===== config.mk =====
export PLATFORM = sky130hd
export DESIGN_NAME = fc_rx_hysteresis
export DESIGN_NICKNAME = d
export VERILOG_FILES = /design/src/rtl/fc_pkg.sv /design/src/rtl/fc_thr_decode.sv /design/src/rtl/fc_hyst_fsm.sv /design/src/rtl/fc_line_map.sv /design/src/rtl/fc_rx_hysteresis.sv
export SDC_FILE = /design/constraint.sdc
export NUM_CORES = 1
export LEC_CHECK = 0
export BUFFER_PORTS_ARGS = -buffer_cell sky130_fd_sc_hd__buf_4
export CORE_AREA = 2 2 49 51
export DETAILED_ROUTE_END_ITERATION = 8
export DIE_AREA = 0 0 51 53
export RECOVER_POWER = 25
export SLEW_MARGIN = 10
export SYNTH_ARGS = -nofsm -noshare
export SYNTH_HDL_FRONTEND = slang
export SYNTH_SLANG_ARGS = --single-unit
export TNS_END_PERCENT = 20

===== constraint.sdc =====
create_clock -name clk -period 2.6 [get_ports clk]
set_input_delay 0.26 -clock clk [delete_from_list [all_inputs] [get_ports clk]]
set_output_delay 0.26 -clock clk [all_outputs]
set_load 0.01 [all_outputs]

===== src/rtl/fc_pkg.sv =====
package fc_pkg;
  typedef enum logic {
    FC_RUN  = 1'b0,
    FC_HALT = 1'b1
  } fc_state_e;
endpackage


===== src/rtl/fc_thr_decode.sv =====
module fc_thr_decode #(
  parameter int THR_W   = 8,
  parameter int LVL_W   = 8,
  parameter int MAX_LVL = 128
) (
  input  logic [THR_W-1:0] raw,
  output logic [LVL_W-1:0] eff
);
  localparam logic [THR_W-1:0] MAX_T = THR_W'(MAX_LVL);
  localparam logic [THR_W-1:0] ONE_T = THR_W'(1);

  always_comb begin
    if (raw <= ONE_T)      eff = LVL_W'(1);
    else if (raw > MAX_T)  eff = LVL_W'(MAX_LVL);
    else                   eff = LVL_W'(raw);
  end
endmodule


===== src/rtl/fc_hyst_fsm.sv =====
module fc_hyst_fsm
  import fc_pkg::*;
#(
  parameter int LVL_W = 8
) (
  input  logic             clk,
  input  logic             rst,
  input  logic [LVL_W-1:0] level,
  input  logic [LVL_W-1:0] hi_eff,
  input  logic [LVL_W-1:0] lo_eff,
  input  logic             sw_mode,
  output logic             halt_nxt,
  output logic             halt_q,
  output logic             xoff_q,
  output logic             xon_q
);
  fc_state_e state_q, state_d;
  logic      go_halt, go_run;

  always_comb begin
    go_halt = (state_q == FC_RUN)  && (level >= hi_eff);
    go_run  = (state_q == FC_HALT) && (level <= lo_eff);
    state_d = state_q;
    if (go_halt)     state_d = FC_HALT;
    else if (go_run) state_d = FC_RUN;
  end

  always_ff @(posedge clk) begin
    if (rst) begin
      state_q <= FC_RUN;
      xoff_q  <= 1'b0;
      xon_q   <= 1'b0;
    end else begin
      state_q <= state_d;
      xoff_q  <= go_halt && sw_mode;
      xon_q   <= go_run && sw_mode;
    end
  end

  assign halt_nxt = (state_d == FC_HALT);
  assign halt_q   = (state_q == FC_HALT);
endmodule


===== src/rtl/fc_line_map.sv =====
module fc_line_map (
  input  logic clk,
  input  logic rst,
  input  logic halt_nxt,
  input  logic sw_mode,
  input  logic map_dtr,
  input  logic man_rts_n,
  input  logic man_dtr_n,
  output logic rts_n,
  output logic dtr_n
);
  logic flow_n;

  // Software signalling keeps the flow line in the ready (low) state.
  assign flow_n = sw_mode ? 1'b0 : halt_nxt;

  always_ff @(posedge clk) begin
    if (rst) begin
      rts_n <= 1'b0;
      dtr_n <= 1'b0;
    end else begin
      rts_n <= map_dtr ? man_rts_n : flow_n;
      dtr_n <= map_dtr ? flow_n    : man_dtr_n;
    end
  end
endmodule


===== src/rtl/fc_rx_hysteresis.sv =====
module fc_rx_hysteresis #(
  parameter int THR_W   = 8,
  parameter int LVL_W   = 8,
  parameter int MAX_LVL = 128
) (
  input  logic             clk,
  input  logic             rst,
  input  logic [LVL_W-1:0] fifo_level,
  input  logic [THR_W-1:0] hi_thr_reg,
  input  logic [THR_W-1:0] lo_thr_reg,
  input  logic             sw_mode,
  input  logic             map_dtr,
  input  logic             man_rts_n,
  input  logic             man_dtr_n,
  output logic             rts_n,
  output logic             dtr_n,
  output logic             send_xoff,
  output logic             send_xon
);
  localparam int N_THR = 2;

  logic [THR_W-1:0] thr_raw [N_THR];
  logic [LVL_W-1:0] thr_eff [N_THR];
  logic             halt_nxt, halt_q;

  assign thr_raw[0] = hi_thr_reg;
  assign thr_raw[1] = lo_thr_reg;

  for (genvar g = 0; g < N_THR; g++) begin : g_thr
    fc_thr_decode #(
      .THR_W(THR_W), .LVL_W(LVL_W), .MAX_LVL(MAX_LVL)
    ) u_dec (
      .raw(thr_raw[g]),
      .eff(thr_eff[g])
    );
  end

  fc_hyst_fsm #(.LVL_W(LVL_W)) u_fsm (
    .clk(clk), .rst(rst),
    .level(fifo_level),
    .hi_eff(thr_eff[0]), .lo_eff(thr_eff[1]),
    .sw_mode(sw_mode),
    .halt_nxt(halt_nxt), .halt_q(halt_q),
    .xoff_q(send_xoff), .xon_q(send_xon)
  );

  fc_line_map u_map (
    .clk(clk), .rst(rst),
    .halt_nxt(halt_nxt), .sw_mode(sw_mode), .map_dtr(map_dtr),
    .man_rts_n(man_rts_n), .man_dtr_n(man_dtr_n),
    .rts_n(rts_n), .dtr_n(dtr_n)
  );
endmodule


==> flow_metrics.py, run 1 <==
metrics = {
    "sta": {
        "hold_viol": 0,
        "rsz0062_at_grt": "no",
        "min_period_ns": 2.27,
        "period_share": 0.874,
        "fin_setup_tns_ns": 0,
        "fmax_mhz": 440,
        "setup_viol": 0,
        "fin_skew_ns": 0.000261,
        "drv_slew": 0,
        "tightest_slew_ns": 0.258,
        "slew-limit-headroom": 0.828,
    },
    "global_routing": {
        "grt-ovfl-total": 0,
        "grt_pass1_wl_um": 2840,
        "grtUsageTotal": 0.137,
        "grt_pass1_vias": 695,
        "antenna_found_initial": 0,
        "grt_max_degree": 8,
    },
    "synthesis": {
        "synth_fp_nets": 124,
        "avgSynthCellArea_sq_um": 7.89,
        "yosysSeqAreaShare": 0.163,
        "synth_seq_cells": 5,
        "synthMuxAreaShare": 0,
        "synth_top_family_by_area": "adder cells",
        "synthTopCellsByArea": "ha_1, dfxtp_1, nand2_1, a21oi_1, and3_1",
        "synth_warnings": 0,
        "netlist_area_sq_um": 616,
        "yosysTopAreaCellShare": 0.325,
        "synthCells": 78,
        "synth_fa_ha_area_frac": 0.325,
        "synthSimpleGateAreaFrac": 0.287,
        "synth_top_area_cell": "ha_1",
        "synth_cell_types": 25,
        "synth_compound_area_frac": 0.195,
        "synthXorXnorAreaFrac": 0,
    },
    "cells_and_area": {
        "drive_gt1_frac": 0.328,
        "area_growth_syn_to_layout_pct": 50.2,
        "final_util": 0.430,
        "antenna_cells": 0,
        "nets": 163,
        "fillers": 231,
    },
    "clock_network": {
        "cts_tree": "done",
        "root_buffer": "clkbuf_4",
        "htreeDepth": 1,
        "cts.path.max_buffers": 2,
        "cts_sinks": 5,
        "cts_hold_buffers": 0,
        "cts_made_buffers": 3,
        "post-cts-setup-buffers": 0,
        "path_clk_slew_ns": 0.04,
        "ctsResizeCount": 0,
        "clk_latency_ns": 0.24,
    },
    "hold_path": {
        "hold_start": "man_rts_n",
        "holdPathEnd": "u_map.rts_n",
        "hp-class": "input port to flip-flop",
        "whs_path_depth": 2,
    },
    "power": {
        "p_per_area_nw_per_um2": 322,
        "seqPwrFrac": 0.289,
        "power.internal_w": 0.000210,
        "swShare": 0.294,
        "ir_drop_uv": 219,
        "power_switching_w": 0.0000875,
        "p_leak_nw": 0.473,
        "combPwrFrac": 0.416,
        "p_clk_frac": 0.295,
    },
    "routing": {
        "drt_wl_total_um": 1590,
        "routed-wl-met3_um": 43,
        "met2_length_um": 805,
        "drtPass1Iterations": 4,
        "drt-wirelength-per-cell_um": 11.0,
        "drtIter0Drc": 4,
        "top_layer": "met3",
        "met1_length_um": 739,
        "drc": 0,
        "ant_nets": 0,
        "via_per_inst": 4.68,
        "vias": 674,
    },
    "place": {
        "io_buffer_count": 33,
        "routabilityCongestion": 0.814,
        "dpl.hpwl_um": 1460,
    },
    "worst_setup_path": {
        "cpPeakStageDelay_ns": 0.34,
        "crit_required_ns": 2.73,
        "path_buf_inv": 1,
        "crit_chain": "buf_4 -> nor4_1 -> a21oi_1 -> nor2_1 -> ha_1 -> nand2b_4 -> a2111oi_2 -> nor3_1 -> o21a_1 -> o31a_1 -> a31o_1",
        "r2r_start": "u_fsm.halt_q",
        "crit_family": "compound AO/OA/AOI/OAI gates",
        "worstPathArrival_ns": 2.40,
        "crit_type": "input port to flip-flop",
        "cp-start-kind": "input port",
        "rr_worst_depth": 4,
        "end_kind": "flip-flop",
        "crit_slowest_cell": "a2111oi_2",
        "worstReg2RegEnd": "u_map.dtr_n",
        "r2r_setup_slack_ns": 1.43,
        "path_max_fanout": 3,
    },
    "run_status": {
        "status": "finished clean",
    },
    "floorplan": {
        "dieArea_sq_um": 2700,
        "initial_core_util": 0.287,
        "rows": 17,
        "die_y_um": 53,
        "io-pin-count": 34,
        "core-area_sq_um": 2150,
        "die_w_um": 51,
    },
    "job": {
        "max_cap_violations": 0,
    },
}
## sequential cells by signal (all words and copies together), names as in the netlist
| signal | flops |
|---|---|
| u_map.rts_n | 1 |
| u_fsm.xon_q | 1 |
| u_fsm.halt_q | 1 |
| u_fsm.xoff_q | 1 |
| u_map.dtr_n | 1 |
## cell usage after synthesis
cell type   n
a2111oi_2   1
a21o_1      1
a21oi_1     8
a31o_1      1
a32o_1      1
and3_1      3
and4_1      1
dfxtp_1     5
ha_1       16
inv_1       5
nand2_1    13
nand2b_4    1
nand3_1     1
nand4_1     2
nor2_1      5
nor2b_1     1
nor3_1      2
nor3b_1     1
nor4_1      2
o211ai_1    1
o21a_1      1
o21ai_0     3
o31a_1      1
or2_2       1
or2b_1      1
## cells by family after synthesis
family                   count (synthesis)
adder cells (fa/ha/maj)                 16
AND/OR/NAND/NOR                         34
AO/OA/AOI/OAI                           18
buffers and inverters                    5
flip-flops                               5
## cells in the final DEF, fill, tap and decap left out, types with 3 or more instances in the layout
master	Yosys	layout
a21oi_1	8	8
and3_1	3	3
buf_4	0	32
clkbuf_1	0	3
clkbuf_4	0	3
dfxtp_1	5	5
ha_1	16	16
inv_1	5	5
nand2_1	13	13
nor2_1	5	5
o21ai_0	3	3
## worst max path at each step
stage / to / depth (start not counted) / start / slack (ns)
floorplan: u_map.dtr_n / 10 / hi_thr_reg[6] / 0.32
global route: u_map.rts_n / 11 / hi_thr_reg[6] / 0.13
global placement: u_map.dtr_n / 11 / hi_thr_reg[6] / 0.11
detailed placement: u_map.dtr_n / 11 / hi_thr_reg[6] / 0.08
finish: u_map.dtr_n / 11 / hi_thr_reg[6] / 0.33
CTS: u_map.dtr_n / 11 / hi_thr_reg[6] / 0.33
## power by group through the flow
stage	sequential (W)	combinational, W	clock, W
finish	0.0000859	0.000124	0.0000878
global route	0.0000865	0.000143	0.000101
CTS	0.0000860	0.000127	0.0000916
detailed placement	0.0000874	0.000126	0
global placement	0.0000872	0.000125	0
floorplan	0.0000886	0.0000633	0
## stage by stage
stage               instances  area (sq um)  power, W  hold slack [ns]  setup slack (ns)
global placement          140           906  0.000212            0.501             0.114
CTS                       144           932  0.000305            0.255             0.330
detailed placement        140           906  0.000214            0.504            0.0828
floorplan                  78           616  0.000152            0.402             0.324
finish                    144           925  0.000298            0.258             0.327
global route              144           925  0.000330            0.266             0.129
## cell type report
type	instances	area, sq um	share of cell area
Inverter	5	18.8	0.0203
Timing Repair Buffer	34	248	0.268
Sequential cell	5	100	0.108
Clock buffer	4	26.3	0.0284
Multi-Input combinational cell	68	497	0.537
Tap cell	28	35.0	0.0379
## per-layer routing
metal,global-route usage,vias up
met5,0,-
met4,0.0135,0
met3,0.0254,0
li1,-,363
met1,0.171,301
met2,0.249,10
(Power assumes the default switching activity.)
==> run 2, diff against run 1 <==
- ABC_AREA: unset -> 1
- CORE_AREA: 2 2 49 51 -> 2 2 51 53
- DIE_AREA: 0 0 51 53 -> 0 0 53 55
==> flow_metrics.py, run 2 <==
metrics = {
    "sta": {
        "fmax_mhz": 543,
        "tightest_slew_ns": 0.285,
        "rsz0062_at_grt": "no",
        "period_share": 0.709,
        "setup_viol": 0,
        "slew-limit-headroom": 0.810,
        "min_period_ns": 1.84,
        "setup_slack_ns": 0.757,
        "fin_skew_ns": 0.000552,
        "fin_setup_tns_ns": 0,
        "hold_viol": 0,
        "drv_slew": 0,
    },
    "worst_setup_path": {
        "path_max_fanout": 6,
        "crit_top_cell": "nand2_1",
        "worstReg2RegEnd": "u_map.rts_n",
        "crit_chain": "buf_4 -> nor3_1 -> nand2_1 -> o31ai_4 -> nand2_1 -> ha_1 -> a21oi_1 -> nor2_1 -> nor2_1 -> nand2_1 -> nand2_1 -> nand2_2 -> nand3_2 -> a21oi_1",
        "cpPeakStageDelay_ns": 0.30,
        "rr_worst_depth": 4,
        "crit_family": "simple AND/OR/NAND/NOR gates",
        "crit_type": "input port to flip-flop",
        "crit_required_ns": 2.72,
        "path_buf_inv": 1,
        "r2r_setup_slack_ns": 1.82,
        "crit_slowest_cell": "ha_1",
        "r2r_start": "u_fsm.halt_q",
        "cp-start-kind": "input port",
        "end_kind": "flip-flop",
        "worstPathArrival_ns": 1.97,
        "worst-path-stages": 14,
    },
    "routing": {
        "drtIter0Drc": 8,
        "drt_wl_total_um": 1620,
        "drtPass1Iterations": 4,
        "ant_nets": 0,
        "drc": 0,
        "via_per_inst": 4.53,
        "vias": 765,
        "drt-wirelength-per-cell_um": 9.57,
    },
    "cells_and_area": {
        "fillers": 262,
        "area_growth_syn_to_layout_pct": 44.0,
        "drive_gt1_frac": 0.288,
        "fin_cells": 169,
        "final_util": 0.421,
        "mostFrequentLayoutCells": "nand2_1, buf_4, ha_1, inv_1",
        "nets": 186,
        "final_common_cell": "nand2_1",
        "antenna_cells": 0,
        "design_area_sq_um": 995,
    },
    "global_routing": {
        "grtUsageTotal": 0.128,
        "grt_max_degree": 7,
        "grt_pass1_vias": 718,
        "grt-ovfl-total": 0,
        "grt_pass1_wl_um": 2730,
        "antenna_found_initial": 0,
    },
    "place": {
        "routabilityCongestion": 0.654,
        "dp_slack_ns": 0.474,
        "place_area_sq_um": 976,
        "dpl.hpwl_um": 1480,
        "io_buffer_count": 33,
        "placed_cells": 165,
    },
    "job": {
        "max_cap_violations": 0,
    },
    "clock_network": {
        "htreeDepth": 1,
        "cts_made_buffers": 3,
        "cts_tree": "done",
        "cts_hold_buffers": 0,
        "root_buffer": "clkbuf_4",
        "cts.path.max_buffers": 2,
        "post-cts-setup-buffers": 0,
        "ctsResizeCount": 0,
        "clk_latency_ns": 0.24,
        "path_clk_slew_ns": 0.04,
        "cts_sinks": 5,
    },
    "synthesis": {
        "yosysSeqAreaShare": 0.145,
        "synth_flop_cell": "dfxtp_1",
        "synth_fp_nets": 148,
        "async_flop_share": 0,
        "synthTopCellsByArea": "ha_1, nand2_1, dfxtp_1, inv_1, o31ai_4",
        "synth_seq_cells": 5,
        "netlist_area_sq_um": 691,
        "synth.most_common_cell": "nand2_1",
        "avgSynthCellArea_sq_um": 6.77,
        "synth_cell_types": 18,
        "synth_top_area_cell": "ha_1",
        "synth_edf_count": 0,
        "synth_common_cells": "nand2_1, ha_1, inv_1",
        "synthCells": 102,
        "yosysTopAreaCellShare": 0.290,
        "synth_warnings": 0,
    },
    "floorplan": {
        "io-pin-count": 34,
        "core-area_sq_um": 2360,
        "rows": 18,
        "dieArea_sq_um": 2920,
        "die_y_um": 55,
        "die_w_um": 53,
        "initial_core_util": 0.292,
    },
    "power": {
        "p_per_area_nw_per_um2": 312,
        "p_leak_nw": 0.535,
        "ir_drop_uv": 232,
    },
    "hold_path": {
        "whs_path_depth": 2,
        "hp-class": "input port to flip-flop",
        "hold_start": "rst",
        "holdPathEnd": "u_fsm.halt_q",
    },
    "run_status": {
        "status": "finished clean",
    },
}
[run 2: cell count changes after synthesis, moves of 2 or more]
cell     delta
o31ai_1     +2
o31ai_4     +2
inv_1       +8
nand2_1    +23
nor2_1      +2
and3_1      -3
nor4_1      -2
[run 2: how the worst max path moves through the flow]
stage          slack (ns)     startpoint          end
3_3_place_gp         0.47  lo_thr_reg[2]  u_map.dtr_n
6_report             0.76  lo_thr_reg[2]  u_map.rts_n
3_5_place_dp         0.47  lo_thr_reg[2]  u_map.rts_n
2_1_floorplan        0.80  lo_thr_reg[2]  u_map.dtr_n
4_1_cts              0.73  lo_thr_reg[2]  u_map.rts_n
5_1_grt              0.53  lo_thr_reg[2]  u_map.dtr_n
[run 2: logic make-up (layout without fill, tap and decap cells)]
logic type,Yosys count,in the layout,share of synthesized area
buffers and inverters,13,50,0.0707
flip-flops,5,5,0.145
AND/OR/NAND/NOR,53,53,0.322
AO/OA/AOI/OAI,15,15,0.172
adder cells (fa/ha/maj),16,16,0.290
[run 2: metrics by stage]
| step | hold WS [ns] | total power, W |
|---|---|---|
| after floorplan | 0.332 | 0.000163 |
| after global placement | 0.438 | 0.000225 |
| after detailed placement | 0.445 | 0.000228 |
| after CTS | 0.187 | 0.000319 |
| after global routing | 0.188 | 0.000344 |
| final | 0.197 | 0.000310 |
[run 2: report_power, final]
| part | switching, W | total, W | internal, W |
|---|---|---|---|
| Clock | 0.0000293 | 0.0000871 | 0.0000579 |
| Combinational | 0.0000681 | 0.000137 | 0.0000692 |
| Sequential | 0.00000243 | 0.0000858 | 0.0000834 |
[run 2: cell type report]
type	instances	area, sq um	area share
inverter	13	48.8	0.0491
sequential	5	100	0.101
clock buffer	4	26.3	0.0264
multi-input combinational	84	542	0.545
timing repair buffer	33	240	0.242
tap	30	37.5	0.0377
[run 2: metal layers]
metal | GRT usage | vias to the layer above | part of all wire
li1 | - | 413 | -
met1 | 0.142 | 331 | 0.40
met2 | 0.235 | 21 | 0.52
met3 | 0.0242 | 0 | 0.076
met4 | 0.0641 | 0 | 0
met5 | 0 | - | 0
==> run 3, diff against run 2 <==
- clock period: 2.6 -> 1.6 ns (I/O delays scaled with it)
==> flow_metrics.py, run 3 (synthesis gave the netlist of run 2 again) <==
metrics = {
    "run_status": {
        "status": "finished, violations left",
        "failed_checks": "negative setup slack",
    },
    "clock_network": {
        "cts_tree": "done",
        "cts_sinks": 5,
        "htreeDepth": 1,
        "cts.path.max_buffers": 2,
        "clk_latency_ns": 0.24,
        "root_buffer": "clkbuf_4",
        "cts_made_buffers": 3,
        "path_clk_slew_ns": 0.04,
        "cts_hold_buffers": 0,
    },
    "sta": {
        "slew-limit-headroom": 0.772,
        "drv_slew": 0,
        "fin_skew_ns": 0.00167,
        "tightest_slew_ns": 0.342,
        "hold_viol": 0,
        "setup_viol": 5,
        "setup_slack_ns": -0.153,
        "min_period_ns": 1.75,
        "fmax_mhz": 570,
        "rsz0062_at_grt": "yes",
        "period_share": 1.10,
        "fin_setup_tns_ns": -0.504,
    },
    "floorplan": {
        "rows": 18,
        "core-area_sq_um": 2360,
        "io-pin-count": 34,
        "initial_core_util": 0.292,
        "die_w_um": 53,
        "dieArea_sq_um": 2920,
        "die_y_um": 55,
    },
    "routing": {
        "drt_wl_total_um": 1810,
        "met2_length_um": 921,
        "top_layer": "met3",
        "routed-wl-met3_um": 117,
        "drtPass1Iterations": 4,
        "met1_length_um": 772,
        "drtIter0Drc": 8,
        "drc": 0,
        "ant_nets": 0,
        "drt-wirelength-per-cell_um": 10.3,
        "vias": 779,
        "via_per_inst": 4.43,
    },
    "cells_and_area": {
        "final_util": 0.484,
        "mostFrequentLayoutCells": "buf_4, nand2_1, ha_1, inv_1, nand2_2",
        "area_growth_syn_to_layout_pct": 65.8,
        "nets": 193,
        "drive_gt1_frac": 0.452,
        "fin_cells": 176,
        "final_common_cell": "buf_4",
        "antenna_cells": 0,
        "design_area_sq_um": 1140,
    },
    "global_routing": {
        "grt_max_degree": 7,
        "antenna_found_initial": 0,
        "grtUsageTotal": 0.133,
        "grt_pass1_vias": 763,
        "grt_pass1_wl_um": 2820,
        "grt-ovfl-total": 0,
    },
    "place": {
        "place_area_sq_um": 1020,
        "placed_cells": 171,
        "dpl.hpwl_um": 1580,
        "routabilityCongestion": 0.731,
        "io_buffer_count": 33,
    },
    "worst_setup_path": {
        "rr_worst_depth": 4,
        "crit_type": "input port to flip-flop",
        "path_max_fanout": 6,
        "setup.worst_path.end": "u_map.rts_n",
        "cp-start-kind": "input port",
        "startpoint": "lo_thr_reg[2]",
        "r2r_start": "u_fsm.halt_q",
        "worstPathArrival_ns": 1.93,
        "r2r_setup_slack_ns": 0.81,
        "worstReg2RegEnd": "u_map.rts_n",
        "crit_chain": "buf_6 -> nor3_4 -> nand2_2 -> o31ai_4 -> nand2_1 -> ha_1 -> nand2_2 -> inv_2 -> buf_4 -> nand4_1 -> nand2_1 -> nand2_2 -> nand3_2 -> a21oi_2",
        "crit_required_ns": 1.77,
        "end_kind": "flip-flop",
        "crit_top_cell": "nand2_2",
        "crit_slowest_cell": "o31ai_4",
        "cpPeakStageDelay_ns": 0.31,
    },
    "power": {
        "ir_drop_uv": 359,
        "power_switching_w": 0.000187,
        "power.internal_w": 0.000374,
        "swShare": 0.334,
        "p_per_area_nw_per_um2": 490,
        "seqPwrFrac": 0.249,
        "combPwrFrac": 0.492,
        "p_leak_nw": 0.585,
        "p_clk_frac": 0.258,
    },
    "hold_path": {
        "hp-class": "input port to flip-flop",
    },
    "job": {
        "max_cap_violations": 0,
    },
}
==> run 3: cell types whose count changed in the layout (fill, tap and decap cells not counted), moves of 2 or more <==
cell,delta
a21oi_2,+5
ha_1,-2
buf_4,+5
nand2_1,-7
nand2_2,+7
a21oi_1,-5
buf_6,+3
ha_4,+2
nor3_1,-2
==> run 3: power groups by stage <==
stage | clock network, W | registers (W) | logic, W
detailed placement | 0 | 0.000142 | 0.000241
global route | 0.000159 | 0.000141 | 0.000315
global placement | 0 | 0.000142 | 0.000234
CTS | 0.000157 | 0.000140 | 0.000255
floorplan | 0 | 0.000145 | 0.000120
finish | 0.000145 | 0.000140 | 0.000276
==> run 3: metal layers <==
metal | global-route usage | vias to the layer above
met4 | 0.0641 | 0
met5 | 0 | -
met2 | 0.260 | 23
met3 | 0.0134 | 0
met1 | 0.142 | 331
li1 | - | 425
==> run 3: worst max-delay path, delay by kind of cell <==
family | cells | cell delay, ns
compound gates | 2 | 0.44
fa+ha+maj | 1 | 0.31
buf+inv | 3 | 0.26
simple gates | 8 | 0.77
==> run 3: how the worst min path moves through the flow <==
stage	start	endpoint	slack, ns	depth (start not counted)
6_report	rst	u_fsm.halt_q	0.1	2
5_1_grt	rst	u_fsm.xon_q	0.09	2
4_1_cts	rst	u_fsm.xon_q	0.09	2
3_5_place_dp	rst	u_fsm.xon_q	0.35	2
3_3_place_gp	rst	u_fsm.halt_q	0.34	2
2_1_floorplan	rst	u_fsm.halt_q	0.23	1
==> run 3: cell type report <==
class / instances / area [sq um]
well taps: 30 / 37.5
inverters: 13 / 48.8
fillers: 251 / 1220
clock buffers: 4 / 26.3
flip-flops and latches: 5 / 100
multi-input cells: 84 / 624
repair buffers: 40 / 308
==> run 3: timing repair <==
item / 4_1_cts / 5_1_grt
gates resized for setup: 8 / 14
endpoints found under the setup margin: 5 / 5
pin swaps: 10 / 18
buffers inserted: 0 / 1
cloned: 0 / 0
==> run 3: metrics by stage <==
step                      total power (W)  worst slack (ns)  hold slack [ns]
final                            0.000561            -0.153           0.0991
after global routing             0.000614            -0.312           0.0930
after CTS                        0.000551            -0.201           0.0886
after detailed placement         0.000383            -0.480            0.346
after global placement           0.000376            -0.446            0.339
after floorplan                  0.000265           -0.0984            0.232
